--- src/rtl/cit_pkg.sv ---
package cit_pkg;
  localparam int DATA_W = 32;
  localparam int MASK_BIT = 16;
  localparam int MODE_BIT = 17;

  typedef enum logic [1:0] {
    SEL_ENTRY = 2'd0,
    SEL_DIV   = 2'd1,
    SEL_INIT  = 2'd2,
    SEL_CUR   = 2'd3
  } reg_sel_e;
endpackage

--- src/rtl/cit_regs.sv ---
module cit_regs
  import cit_pkg::*;
#(
  parameter int CNT_W = 32,
  parameter int VEC_W = 8,
  parameter int DIV_W = 3
) (
  input  logic              clk,
  input  logic              rst,
  input  logic              wr_en,
  input  logic [1:0]        addr,
  input  logic [DATA_W-1:0] wdata,
  output logic [VEC_W-1:0]  vec,
  output logic              masked,
  output logic              periodic,
  output logic [DIV_W-1:0]  shift,
  output logic [CNT_W-1:0]  init_count,
  output logic              load,
  output logic [CNT_W-1:0]  load_value,
  output logic              entry_wr,
  output logic              entry_wr_masked,
  output logic              entry_wr_periodic
);
  logic [VEC_W-1:0] vec_q;
  logic             mask_q, per_q;
  logic [DIV_W-1:0] div_q;
  logic [CNT_W-1:0] init_q;

  always_comb begin
    entry_wr          = wr_en && (reg_sel_e'(addr) == SEL_ENTRY);
    load              = wr_en && (reg_sel_e'(addr) == SEL_INIT);
    load_value        = wdata[CNT_W-1:0];
    entry_wr_masked   = wdata[MASK_BIT];
    entry_wr_periodic = wdata[MODE_BIT];
  end

  always_ff @(posedge clk) begin
    if (rst) begin
      vec_q  <= '0;
      mask_q <= 1'b1;
      per_q  <= 1'b0;
      div_q  <= '0;
      init_q <= '0;
    end else if (wr_en) begin
      unique case (reg_sel_e'(addr))
        SEL_ENTRY: begin
          vec_q  <= wdata[VEC_W-1:0];
          mask_q <= wdata[MASK_BIT];
          per_q  <= wdata[MODE_BIT];
        end
        SEL_DIV:  div_q  <= wdata[DIV_W-1:0];
        SEL_INIT: init_q <= wdata[CNT_W-1:0];
        default:  ;
      endcase
    end
  end

  assign vec        = vec_q;
  assign masked     = mask_q;
  assign periodic   = per_q;
  assign shift      = div_q;
  assign init_count = init_q;
endmodule

--- src/rtl/cit_prescale.sv ---
module cit_prescale #(
  parameter int DIV_W = 3
) (
  input  logic             clk,
  input  logic             rst,
  input  logic             load,
  input  logic [DIV_W-1:0] shift,
  output logic             tick
);
  localparam int PRE_W = (1 << DIV_W) - 1;

  logic [PRE_W-1:0] pre_q;
  logic [PRE_W-1:0] low_mask;

  generate
    for (genvar i = 0; i < PRE_W; i++) begin : g_mask
      assign low_mask[i] = (i < int'(shift));
    end
  endgenerate

  assign tick = &(pre_q | ~low_mask);

  always_ff @(posedge clk) begin
    if (rst || load) pre_q <= '0;
    else             pre_q <= pre_q + 1'b1;
  end
endmodule

--- src/rtl/cit_count.sv ---
module cit_count #(
  parameter int CNT_W = 32,
  parameter int VEC_W = 8
) (
  input  logic             clk,
  input  logic             rst,
  input  logic             load,
  input  logic [CNT_W-1:0] load_value,
  input  logic             entry_wr,
  input  logic             entry_wr_masked,
  input  logic             entry_wr_periodic,
  input  logic             tick,
  input  logic             masked,
  input  logic             periodic,
  input  logic [VEC_W-1:0] vec,
  input  logic [CNT_W-1:0] init_count,
  output logic [CNT_W-1:0] cur_count,
  output logic             irq_valid,
  output logic [VEC_W-1:0] irq_vector
);
  localparam int EL_W = CNT_W + 1;

  logic [EL_W-1:0]  elapsed_q;
  logic [CNT_W-1:0] phase_q;
  logic             armed_q, irq_q;
  logic [VEC_W-1:0] irq_vec_q;
  logic             at_end, reached, expired, fire;

  always_comb begin
    at_end    = (phase_q == init_count);
    reached   = elapsed_q >= {1'b0, init_count};
    expired   = elapsed_q >  {1'b0, init_count};
    fire      = armed_q && !masked && tick && at_end;
    cur_count = (!periodic && expired) ? '0 : (init_count - phase_q);
  end

  always_ff @(posedge clk) begin
    if (rst) begin
      elapsed_q <= '0;
      phase_q   <= '0;
      armed_q   <= 1'b0;
      irq_q     <= 1'b0;
      irq_vec_q <= '0;
    end else begin
      irq_q <= 1'b0;
      if (load) begin
        elapsed_q <= '0;
        phase_q   <= '0;
        armed_q   <= !masked && (load_value != '0);
      end else begin
        if (tick) begin
          if (!(&elapsed_q)) elapsed_q <= elapsed_q + 1'b1;
          phase_q <= at_end ? '0 : phase_q + 1'b1;
        end
        if (entry_wr)
          armed_q <= !entry_wr_masked &&
                     (entry_wr_periodic ? (init_count != '0) : !reached);
        else if (fire && !periodic)
          armed_q <= 1'b0;
        if (fire) begin
          irq_q     <= 1'b1;
          irq_vec_q <= vec;
        end
      end
    end
  end

  assign irq_valid  = irq_q;
  assign irq_vector = irq_vec_q;
endmodule

--- src/rtl/core_irq_timer.sv ---
module core_irq_timer
  import cit_pkg::*;
#(
  parameter int CNT_W = 32,
  parameter int VEC_W = 8,
  parameter int DIV_W = 3
) (
  input  logic              clk,
  input  logic              rst,
  input  logic              wr_en,
  input  logic              rd_en,
  input  logic [1:0]        addr,
  input  logic [DATA_W-1:0] wdata,
  output logic [DATA_W-1:0] rdata,
  output logic              irq_valid,
  output logic [VEC_W-1:0]  irq_vector
);
  logic [VEC_W-1:0]  vec_w;
  logic              mask_w, per_w, load_w, ewr_w, ewr_mask_w, ewr_per_w, tick_w;
  logic [DIV_W-1:0]  shift_w;
  logic [CNT_W-1:0]  init_w, load_val_w, cur_w;
  logic [DATA_W-1:0] rd_mux, rdata_q;

  cit_regs #(.CNT_W(CNT_W), .VEC_W(VEC_W), .DIV_W(DIV_W)) u_regs (
    .clk(clk), .rst(rst), .wr_en(wr_en), .addr(addr), .wdata(wdata),
    .vec(vec_w), .masked(mask_w), .periodic(per_w), .shift(shift_w),
    .init_count(init_w), .load(load_w), .load_value(load_val_w),
    .entry_wr(ewr_w), .entry_wr_masked(ewr_mask_w),
    .entry_wr_periodic(ewr_per_w)
  );

  cit_prescale #(.DIV_W(DIV_W)) u_pre (
    .clk(clk), .rst(rst), .load(load_w), .shift(shift_w), .tick(tick_w)
  );

  cit_count #(.CNT_W(CNT_W), .VEC_W(VEC_W)) u_cnt (
    .clk(clk), .rst(rst), .load(load_w), .load_value(load_val_w),
    .entry_wr(ewr_w), .entry_wr_masked(ewr_mask_w),
    .entry_wr_periodic(ewr_per_w), .tick(tick_w), .masked(mask_w),
    .periodic(per_w), .vec(vec_w), .init_count(init_w),
    .cur_count(cur_w), .irq_valid(irq_valid), .irq_vector(irq_vector)
  );

  always_comb begin
    rd_mux = '0;
    unique case (reg_sel_e'(addr))
      SEL_ENTRY: begin
        rd_mux[VEC_W-1:0] = vec_w;
        rd_mux[MASK_BIT]  = mask_w;
        rd_mux[MODE_BIT]  = per_w;
      end
      SEL_DIV:  rd_mux[DIV_W-1:0] = shift_w;
      SEL_INIT: rd_mux[CNT_W-1:0] = init_w;
      SEL_CUR:  rd_mux[CNT_W-1:0] = cur_w;
      default:  ;
    endcase
  end

  always_ff @(posedge clk) begin
    if (rst)        rdata_q <= '0;
    else if (rd_en) rdata_q <= rd_mux;
  end

  assign rdata = rdata_q;
endmodule

--- config.mk ---
export PLATFORM = sky130hd
export DESIGN_NAME = core_irq_timer
export DESIGN_NICKNAME = d
export VERILOG_FILES = /design/src/rtl/cit_pkg.sv /design/src/rtl/cit_regs.sv /design/src/rtl/cit_prescale.sv /design/src/rtl/cit_count.sv /design/src/rtl/core_irq_timer.sv
export SDC_FILE = /design/constraint.sdc
export NUM_CORES = 1
export LEC_CHECK = 0
export ABC_AREA = 1
export CAP_MARGIN = 20
export CORE_MARGIN = 4
export CORE_UTILIZATION = 59
export DETAILED_ROUTE_END_ITERATION = 8
export DONT_BUFFER_PORTS = 1
export PLACE_DENSITY = 0.84
export SLEW_MARGIN = 40
export SYNTH_ARGS = -nofsm -noshare
export SYNTH_HDL_FRONTEND = slang
export SYNTH_HIERARCHICAL = 1
export SYNTH_SLANG_ARGS = --single-unit
--- constraint.sdc ---
create_clock -name clk -period 2.3 [get_ports clk]
set_clock_uncertainty 0.15 [all_clocks]
set_input_delay 0.23 -clock clk [delete_from_list [all_inputs] [get_ports clk]]
set_output_delay 0.23 -clock clk [all_outputs]
set_load 0.03 [all_outputs]
==> results of run 1 <==
-- cells by family after synthesis --
logic type                 share of synthesized area [%]
and+or+nand+nor                                     38.5
buffers and inverters                               14.1
AOI/OAI and AO/OA                                   10.3
DFF                                                 27.6
adders and majority gates                           7.44
xor gates and xnor gates                            2.05
-- Yosys cell counts (3+ instances only) --
library cell	n	area share [%]
nand2_1	413	13
nor2_1	284	9.2
inv_1	267	8.7
dfxtp_1	159	28
a21oi_1	114	4.9
nand3_1	111	4.8
ha_1	67	7.3
o21ai_0	49	2.1
nor3_1	42	1.8
buf_4	41	2.7
nand3_2	31	2.7
nand2_2	26	1.4
nand4_1	25	1.4
nor4_1	22	1.2
buf_2	17	0.74
xnor2_1	14	1.1
clkbuf_1	13	0.42
xor2_1	13	0.99
a21oi_2	10	0.76
o21bai_1	10	0.65
a21o_1	8	0.52
nor3b_1	7	0.46
o21a_1	7	0.46
inv_2	6	0.20
a211oi_1	5	0.33
a21boi_0	4	0.26
buf_6	4	0.39
nor2_4	4	0.39
a31oi_1	3	0.16
and3_1	3	0.16
buf_12	3	0.52
nor3_2	3	0.26
-- what timing repair did --
action	CTS
hold buffers	43
gates resized for setup	206
setup buffers	24
pin swaps	39
hold endpoints to repair	94
endpoints found under the setup margin	101
gates cloned	1
-- layer usage --
layer  overflow  GRT usage [%]
met2          3           85.6
met1          0           68.9
met5          0           25.9
met3          1           55.5
met4          3           66.6
-- through the flow --
step	TNS, ns	instances	instance area, um^2	worst slack [ns]	util [%]
floorplan	0	1808	11600	0.00568	-
global placement	-13.77	2249	13300	-0.362	70.4
detailed placement	-13.49	2249	13300	-0.362	70.4
CTS	-1.34	2348	15300	-0.0798	80.8
==> flow_metrics.py, run 1 <==
metrics = {
    "clock_tree": {
        "ctsRootBufferMaster": "clkbuf_16",
        "clock_sinks": 159,
        "cts_buffer_depth": 2,
        "numCtsBuffers": 17,
        "htree_levels": 4,
    },
    "floorplan": {
        "num_rows": 50,
        "io_pins": 79,
        "initial_core_util_pct": 60.9,
        "die_height_um": 148,
        "die_w_um": 148,
    },
    "yosys": {
        "async_reset_ff_share_pct": 0,
        "syn_area_mm2": 0.0115,
        "netlist_instances": 1808,
        "ys.flop_type": "dfxtp_1",
        "synth_fp_nets": 1914,
        "synth-edff-count": 0,
        "yosysUniqueCellTypes": 53,
        "synth-seq-cells": 159,
        "avgSynthCellArea_um2": 6.38,
        "seq_area_frac_synth_pct": 27.6,
        "yosysWarnings": 6,
    },
    "grt": {
        "grtUsageTotal_pct": 69.2,
        "antenna_found_initial": 9,
        "grt_max_degree": 65,
        "grt_overflow": 7,
    },
    "placed_design": {
        "gp_congestion": 1.10,
        "place_hpwl_um": 29800,
        "portBuffers": 0,
    },
    "run_status": {
        "outcome": "stopped before the end",
        "error": "[ERROR GRT-0232] Routing congestion too high. Check the congestion heatmap in the GUI.",
        "haltStage": "global routing",
    },
    "sta": {
        "worst_endpoint_kind": "register data pin",
        "grt-worst-endpoint": "rdata[0]$_SDFFE_PP0P_/D",
    },
}
==> run 2, diff against run 1 <==
--- a/config.mk
+++ b/config.mk
@@ -8,10 +8,10 @@
 export ABC_AREA = 1
 export CAP_MARGIN = 20
 export CORE_MARGIN = 4
-export CORE_UTILIZATION = 59
+export CORE_UTILIZATION = 40
 export DETAILED_ROUTE_END_ITERATION = 8
 export DONT_BUFFER_PORTS = 1
-export PLACE_DENSITY = 0.84
+export PLACE_DENSITY_LB_ADDON = 0.15
 export SLEW_MARGIN = 40
 export SYNTH_ARGS = -nofsm -noshare
 export SYNTH_HDL_FRONTEND = slang
==> constraint.sdc (replaced) <==
create_clock -name clk -period 3 [get_ports clk]
set_clock_uncertainty 0.15 [all_clocks]
set_input_delay 0.3 -clock clk [delete_from_list [all_inputs] [get_ports clk]]
set_output_delay 0.3 -clock clk [all_outputs]
set_load 0.03 [all_outputs]
==> flow_metrics.py, run 2 <==
metrics = {
    "run_status": {
        "outcome": "finished clean",
    },
    "floorplan": {
        "die_height_um": 178,
        "dieArea_mm2": 0.0316,
        "core_mm2": 0.0281,
        "initial_core_util_pct": 41.1,
        "num_rows": 61,
        "io_pins": 79,
        "die_w_um": 178,
    },
    "clock_tree": {
        "insertion_delay_ns": 0.44,
        "tritoncts": "yes",
        "ctsRootBufferMaster": "clkbuf_16",
        "cts_buffer_depth": 2,
        "clock_sinks": 159,
        "numCtsBuffers": 17,
        "htree_levels": 4,
        "clkTransAtPathRegs_ns": 0.08,
    },
    "placed_design": {
        "place_hpwl_um": 30900,
        "portBuffers": 0,
        "gp_congestion": 0.970,
        "dpl_cell_area_mm2": 0.0118,
    },
    "drt": {
        "wl_um": 40000,
        "wl_per_cell_um": 18.0,
        "drc": 0,
        "num_vias": 11344,
        "drtPass1Iterations": 6,
        "via_per_inst": 5.11,
        "drtAntennaViolNets": 0,
        "drtIter0Drc": 936,
    },
    "grt": {
        "top_usage_layer": "met2",
        "grt_use_met3_pct": 5.88,
        "antenna_found_initial": 1,
        "grt_max_degree": 65,
        "first_global_vias": 10579,
        "grtUsageTotal_pct": 25.5,
        "met1_usage_pct": 34.2,
        "grt_overflow": 0,
        "grt_pass1_wl_um": 61600,
        "use_met2_pct": 41.8,
    },
    "finish": {
        "mostFrequentLayoutCell": "nand2_1",
        "area_growth_pct": 11.0,
        "drive_above_1_share_pct": 9.66,
        "largest_register_ffs": 33,
        "largest-register": "u_cnt/elapsed_q",
        "final_area_mm2": 0.0128,
        "final_cell_mix": "nand2_1, nor2_1, inv_1, dfxtp_1, a21oi_1",
        "fin_nets": 1935,
        "n_antenna_cell": 0,
    },
    "power_and_ir_drop": {
        "switching_power_mw": 2.28,
        "p_int_mw": 3.86,
        "clock_power_share_pct": 36.7,
        "switching_share_pct": 37.1,
        "peakVddDrop_v": 0.000320,
        "seq_power_share_pct": 38.2,
        "power_frac_comb_pct": 25.0,
        "p_leak_nw": 6.00,
        "p_per_area_mw_per_mm2": 479,
    },
    "yosys": {
        "synth_top_family_by_area": "simple AND/OR/NAND/NOR gates",
        "synth_compound_area_share_pct": 10.3,
        "synth_mux_area_share_pct": 0,
        "syn_area_mm2": 0.0115,
        "synth_top_cell_by_area": "dfxtp_1",
        "synth_most_common_cell": "nand2_1",
        "yosysWarnings": 6,
        "avgSynthCellArea_um2": 6.38,
        "synth_top_area_share_pct": 27.6,
        "yosysUniqueCellTypes": 53,
        "ys.flop_type": "dfxtp_1",
        "synth_xor_area_share_pct": 2.05,
        "synth-seq-cells": 159,
        "synth-simple-area-share_pct": 38.5,
        "yosys-top-cells-area": "dfxtp_1, nand2_1, nor2_1",
        "seq_area_frac_synth_pct": 27.6,
        "synthAdderAreaFrac_pct": 7.44,
        "synth-edff-count": 0,
        "async_reset_ff_share_pct": 0,
        "synth_fp_nets": 1914,
        "synth_common_cells": "nand2_1, nor2_1, inv_1",
        "netlist_instances": 1808,
    },
    "sta": {
        "fin_crit_sh_pct": 93.8,
        "finalMaxSlewViolations": 0,
        "fmaxAchievable_ghz": 0.356,
        "hold_viol_final": 0,
        "rsz0062_at_grt": "no",
        "fin_setup_tns_ns": 0,
        "slew_headroom_pct": 52.2,
        "finalSetupViolations": 0,
        "tightestPinTransition_ns": 0.715,
        "fin_crit_ns": 2.81,
    },
    "critical_path": {
        "crit_fanout": 9,
        "cp_data_arrival_time_ns": 3.04,
        "cp-end-kind": "register",
        "worstSetupPathType": "reg2reg",
        "start_kind": "register",
        "cp.required_ns": 3.23,
    },
    "job": {
        "cap_violations": 0,
    },
    "worst_hold_path": {
        "hp-class": "in2reg",
    },
}
-- run 2: cell counts after synthesis --
Identical to the previous run, type by type.
-- run 2: cell type report --
class | instances | area, um^2
inverters | 277 | 1050
clock buffers | 17 | 425
multi-input cells | 1291 | 6750
fillers | 3034 | 15300
clock inverters | 15 | 168
well taps | 378 | 473
repair buffers | 83 | 751
flip-flops and latches | 159 | 3190
-- run 2: worst max-delay path: stages, from the launching register on --
cell	delay [ns]
dfxtp_1	0.43
ha_1	0.46
nand2_1	0.16
nor2_1	0.27
nand2_1	0.12
nor3_1	0.31
nand2_2	0.16
inv_2	0.17
nand3_4	0.16
clkinv_2	0.16
nand2_1	0.08
a21oi_1	0.11
-- run 2: kinds of logic (layout without fill, tap and decap cells) --
family,Yosys count,count (layout)
AND/OR/NAND/NOR,984,984
buffers and inverters,358,392
AO/OA/AOI/OAI,212,212
flip-flops,159,159
adder cells (fa/ha/maj),68,68
XOR/XNOR,27,27
-- run 2: power groups by stage --
stage / Sequential, mW / Combinational, mW / Clock, mW
3_3_place_gp: 2.39 / 1.42 / 0
3_5_place_dp: 2.39 / 1.42 / 0
2_1_floorplan: 2.35 / 1.09 / 0
5_1_grt: 2.35 / 1.72 / 2.40
6_report: 2.35 / 1.54 / 2.25
4_1_cts: 2.35 / 1.51 / 2.31
-- run 2: timing repair --
item                                    4_1_cts  5_1_grt
endpoints found under the hold margin        93        0
setup buffers                                 0        0
endpoints found under the setup margin        0       32
resized for setup                             0       10
hold buffers                                 40        0
-- run 2: per-stage QoR --
stage | instances | setup WS (ns) | util (%) | hold WS, ns | total power, mW
2_1_floorplan | 1808 | 0.667 | - | 0.285 | 3.44
3_3_place_gp | 2148 | 0.151 | 41.9 | 0.223 | 3.81
3_5_place_dp | 2148 | 0.126 | 41.9 | 0.224 | 3.81
4_1_cts | 2220 | 0.0675 | 45.5 | 0.00772 | 6.16
5_1_grt | 2220 | 0.00551 | 45.6 | 0.0297 | 6.47
6_report | 2220 | 0.187 | 45.6 | 0.0331 | 6.14
-- run 2: routing by layer --
metal,wire length [um],up-vias
li1,-,5774
met1,18100,5227
met2,18700,303
met3,2550,38
met4,686,2
met5,15,-
-- run 2: final timing paths --
kind	cells after the start	slack, ns	startpoint	end
worst max-delay path	11	0.19	u_regs/init_count[10]$_SDFFE_PP0P_	u_cnt/irq_vector[2]$_SDFFE_PP0P_
worst min-delay path	4	0.03	addr[0]	rdata[5]$_SDFFE_PP0P_
worst max register to register	11	0.19	u_regs/init_count[10]$_SDFFE_PP0P_	u_cnt/irq_vector[2]$_SDFFE_PP0P_
worst min register to register	1	0.33	u_pre/pre_q[0]$_SDFF_PP0_	u_pre/pre_q[0]$_SDFF_PP0_
Power figures use the tool's default switching activity.
==> run 3, diff against run 2 <==
--- a/config.mk
+++ b/config.mk
@@ -7,8 +7,9 @@
 export LEC_CHECK = 0
 export ABC_AREA = 1
 export CAP_MARGIN = 20
-export CORE_MARGIN = 4
+export CORE_MARGIN = 2
 export CORE_UTILIZATION = 40
+export CTS_CLUSTER_DIAMETER = 50
 export DETAILED_ROUTE_END_ITERATION = 8
 export DONT_BUFFER_PORTS = 1
 export PLACE_DENSITY_LB_ADDON = 0.15
==> flow_metrics.py, run 3 (synthesis results as in run 2) <==
metrics = {
    "finish": {
        "drive_above_1_share_pct": 9.55,
        "mostFrequentLayoutCell": "nand2_1",
        "largest_register_ffs": 33,
        "fin_util_pct": 44.9,
        "final_cell_mix": "nand2_1, nor2_1, inv_1, dfxtp_1, a21oi_1",
        "n_antenna_cell": 0,
        "final_area_mm2": 0.0128,
        "final_cells": 2226,
        "fin_nets": 1935,
        "largest-register": "u_cnt/elapsed_q",
        "area_growth_pct": 11.2,
    },
    "clock_tree": {
        "insertion_delay_ns": 0.44,
        "cts_buffer_depth": 2,
        "tritoncts": "yes",
        "numCtsBuffers": 17,
        "clkTransAtPathRegs_ns": 0.07,
        "ctsRootBufferMaster": "clkbuf_16",
        "post-cts-setup-buffers": 0,
        "clock_sinks": 159,
        "htree_levels": 4,
    },
    "critical_path": {
        "crit_fanout": 4,
        "cp-end-kind": "register",
        "cp_data_arrival_time_ns": 3.02,
        "path_buf_inv": 3,
        "crit_slowest_cell": "ha_1",
        "start_kind": "register",
        "critPathTopFamily": "compound AO/OA/AOI/OAI gates",
        "worstRegToRegCells": 14,
        "crit_start": "u_cnt/phase_q[14]$_SDFFE_PP0P_",
        "cp.required_ns": 3.19,
        "crit_top_cell": "nand2_1",
        "crit_cells": 14,
        "slowest_delay_ns": 0.44,
        "cp_cell_sequence": "inv_1 -> ha_1 -> buf_4 -> nand2_1 -> o21ai_0 -> nand2_1 -> a21boi_0 -> nor3_1 -> a21oi_1 -> nor2_1 -> nand2_2 -> nand3_2 -> nand2_1 -> inv_1",
        "rr_startpoint": "u_cnt/phase_q[14]$_SDFFE_PP0P_",
        "worstSetupPathType": "reg2reg",
    },
    "sta": {
        "fin_crit_sh_pct": 94.2,
        "hold_viol_final": 0,
        "fin_setup_tns_ns": 0,
        "fmaxAchievable_ghz": 0.354,
        "fin_crit_ns": 2.83,
        "finalMaxSlewViolations": 0,
        "finalSetupViolations": 0,
        "tightestPinTransition_ns": 0.680,
        "rsz0062_at_grt": "no",
        "slew_headroom_pct": 54.2,
    },
    "worst_hold_path": {
        "hold_start": "addr[1]",
        "min_path_cells": 4,
        "hp-class": "in2reg",
    },
    "drt": {
        "drtIter0Drc": 912,
        "wl_um": 38800,
        "num_vias": 11432,
        "drtPass1Iterations": 5,
        "drc": 0,
        "via_per_inst": 5.14,
        "wl_per_cell_um": 17.4,
        "drtAntennaViolNets": 0,
    },
    "placed_design": {
        "dpl_cell_area_mm2": 0.0118,
        "portBuffers": 0,
        "place_hpwl_um": 29600,
        "placed_cells": 2156,
        "gp_congestion": 0.977,
    },
    "grt": {
        "grt_max_degree": 65,
        "first_global_vias": 10910,
        "grtUsageTotal_pct": 25.7,
        "antenna_found_initial": 0,
        "grt_overflow": 0,
        "grt_pass1_wl_um": 60300,
    },
    "floorplan": {
        "core_mm2": 0.0285,
        "num_rows": 62,
        "dieArea_mm2": 0.0302,
        "die_w_um": 174,
        "io_pins": 79,
        "die_height_um": 174,
        "initial_core_util_pct": 40.4,
    },
    "job": {
        "cap_violations": 0,
    },
    "power_and_ir_drop": {
        "p_per_area_mw_per_mm2": 476,
        "p_leak_nw": 6.02,
        "peakVddDrop_v": 0.000350,
    },
    "run_status": {
        "outcome": "finished clean",
    },
}
## run 3: what timing repair did
item,in CTS,in global routing
hold buffers,38,0
endpoints found under the setup margin,0,11
resized for setup,0,5
endpoints found under the hold margin,91,0
## run 3: stage by stage
stage | hold slack [ns] | setup WS, ns | power, mW
after global placement | 0.222 | 0.0631 | 3.79
final | 0.0254 | 0.174 | 6.10
after CTS | 0.000806 | 0.0249 | 6.11
after detailed placement | 0.225 | 0.0685 | 3.79
after floorplan | 0.285 | 0.667 | 3.44
after global routing | 0.0193 | 0.00781 | 6.40
## run 3: path summary, 6_finish.rpt
path / slack (ns) / to
hold reg to reg: 0.33 / u_cnt/phase_q[24]$_SDFFE_PP0P_
setup reg to reg: 0.17 / rdata[27]$_SDFFE_PP0P_
setup / recovery: 0.17 / rdata[27]$_SDFFE_PP0P_
hold / removal: 0.03 / rdata[6]$_SDFFE_PP0P_
## run 3: worst reg2reg max path, delay by kind of cell (launching register included)
| kind | cells | cell delay, ns |
|---|---|---|
| simple gates | 7 | 0.57 |
| flops | 1 | 0.35 |
| compound gates | 3 | 0.85 |
| fa+ha+maj | 1 | 0.44 |
| buf+inv | 3 | 0.35 |
## run 3: power by group
| part | internal, mW | switching (mW) | leakage, nW | total, mW |
|---|---|---|---|---|
| logic | 0.551 | 0.988 | 4.43 | 1.54 |
| clock network | 1.13 | 1.11 | 0.289 | 2.24 |
| registers | 2.19 | 0.137 | 1.29 | 2.32 |
## run 3: layout make-up
type / count / area (um^2)
repair buffers: 83 / 766
multi-input cells: 1291 / 6750
clock inverters: 14 / 163
fillers: 3110 / 15700
well taps: 384 / 480
clock buffers: 18 / 429
inverters: 277 / 1050
flip-flops and latches: 159 / 3180
## run 3: per-layer routing
layer / part of all wire (%) / track usage, % / wire length [um] / vias up
li1: - / - / - / 5766
met1: 46 / 33.6 / 17800 / 5341
met2: 48 / 43.6 / 18500 / 277
met3: 4.6 / 4.47 / 1770 / 48
met4: 2.0 / 6.93 / 760 / 0
met5: 0 / 0 / 0 / -
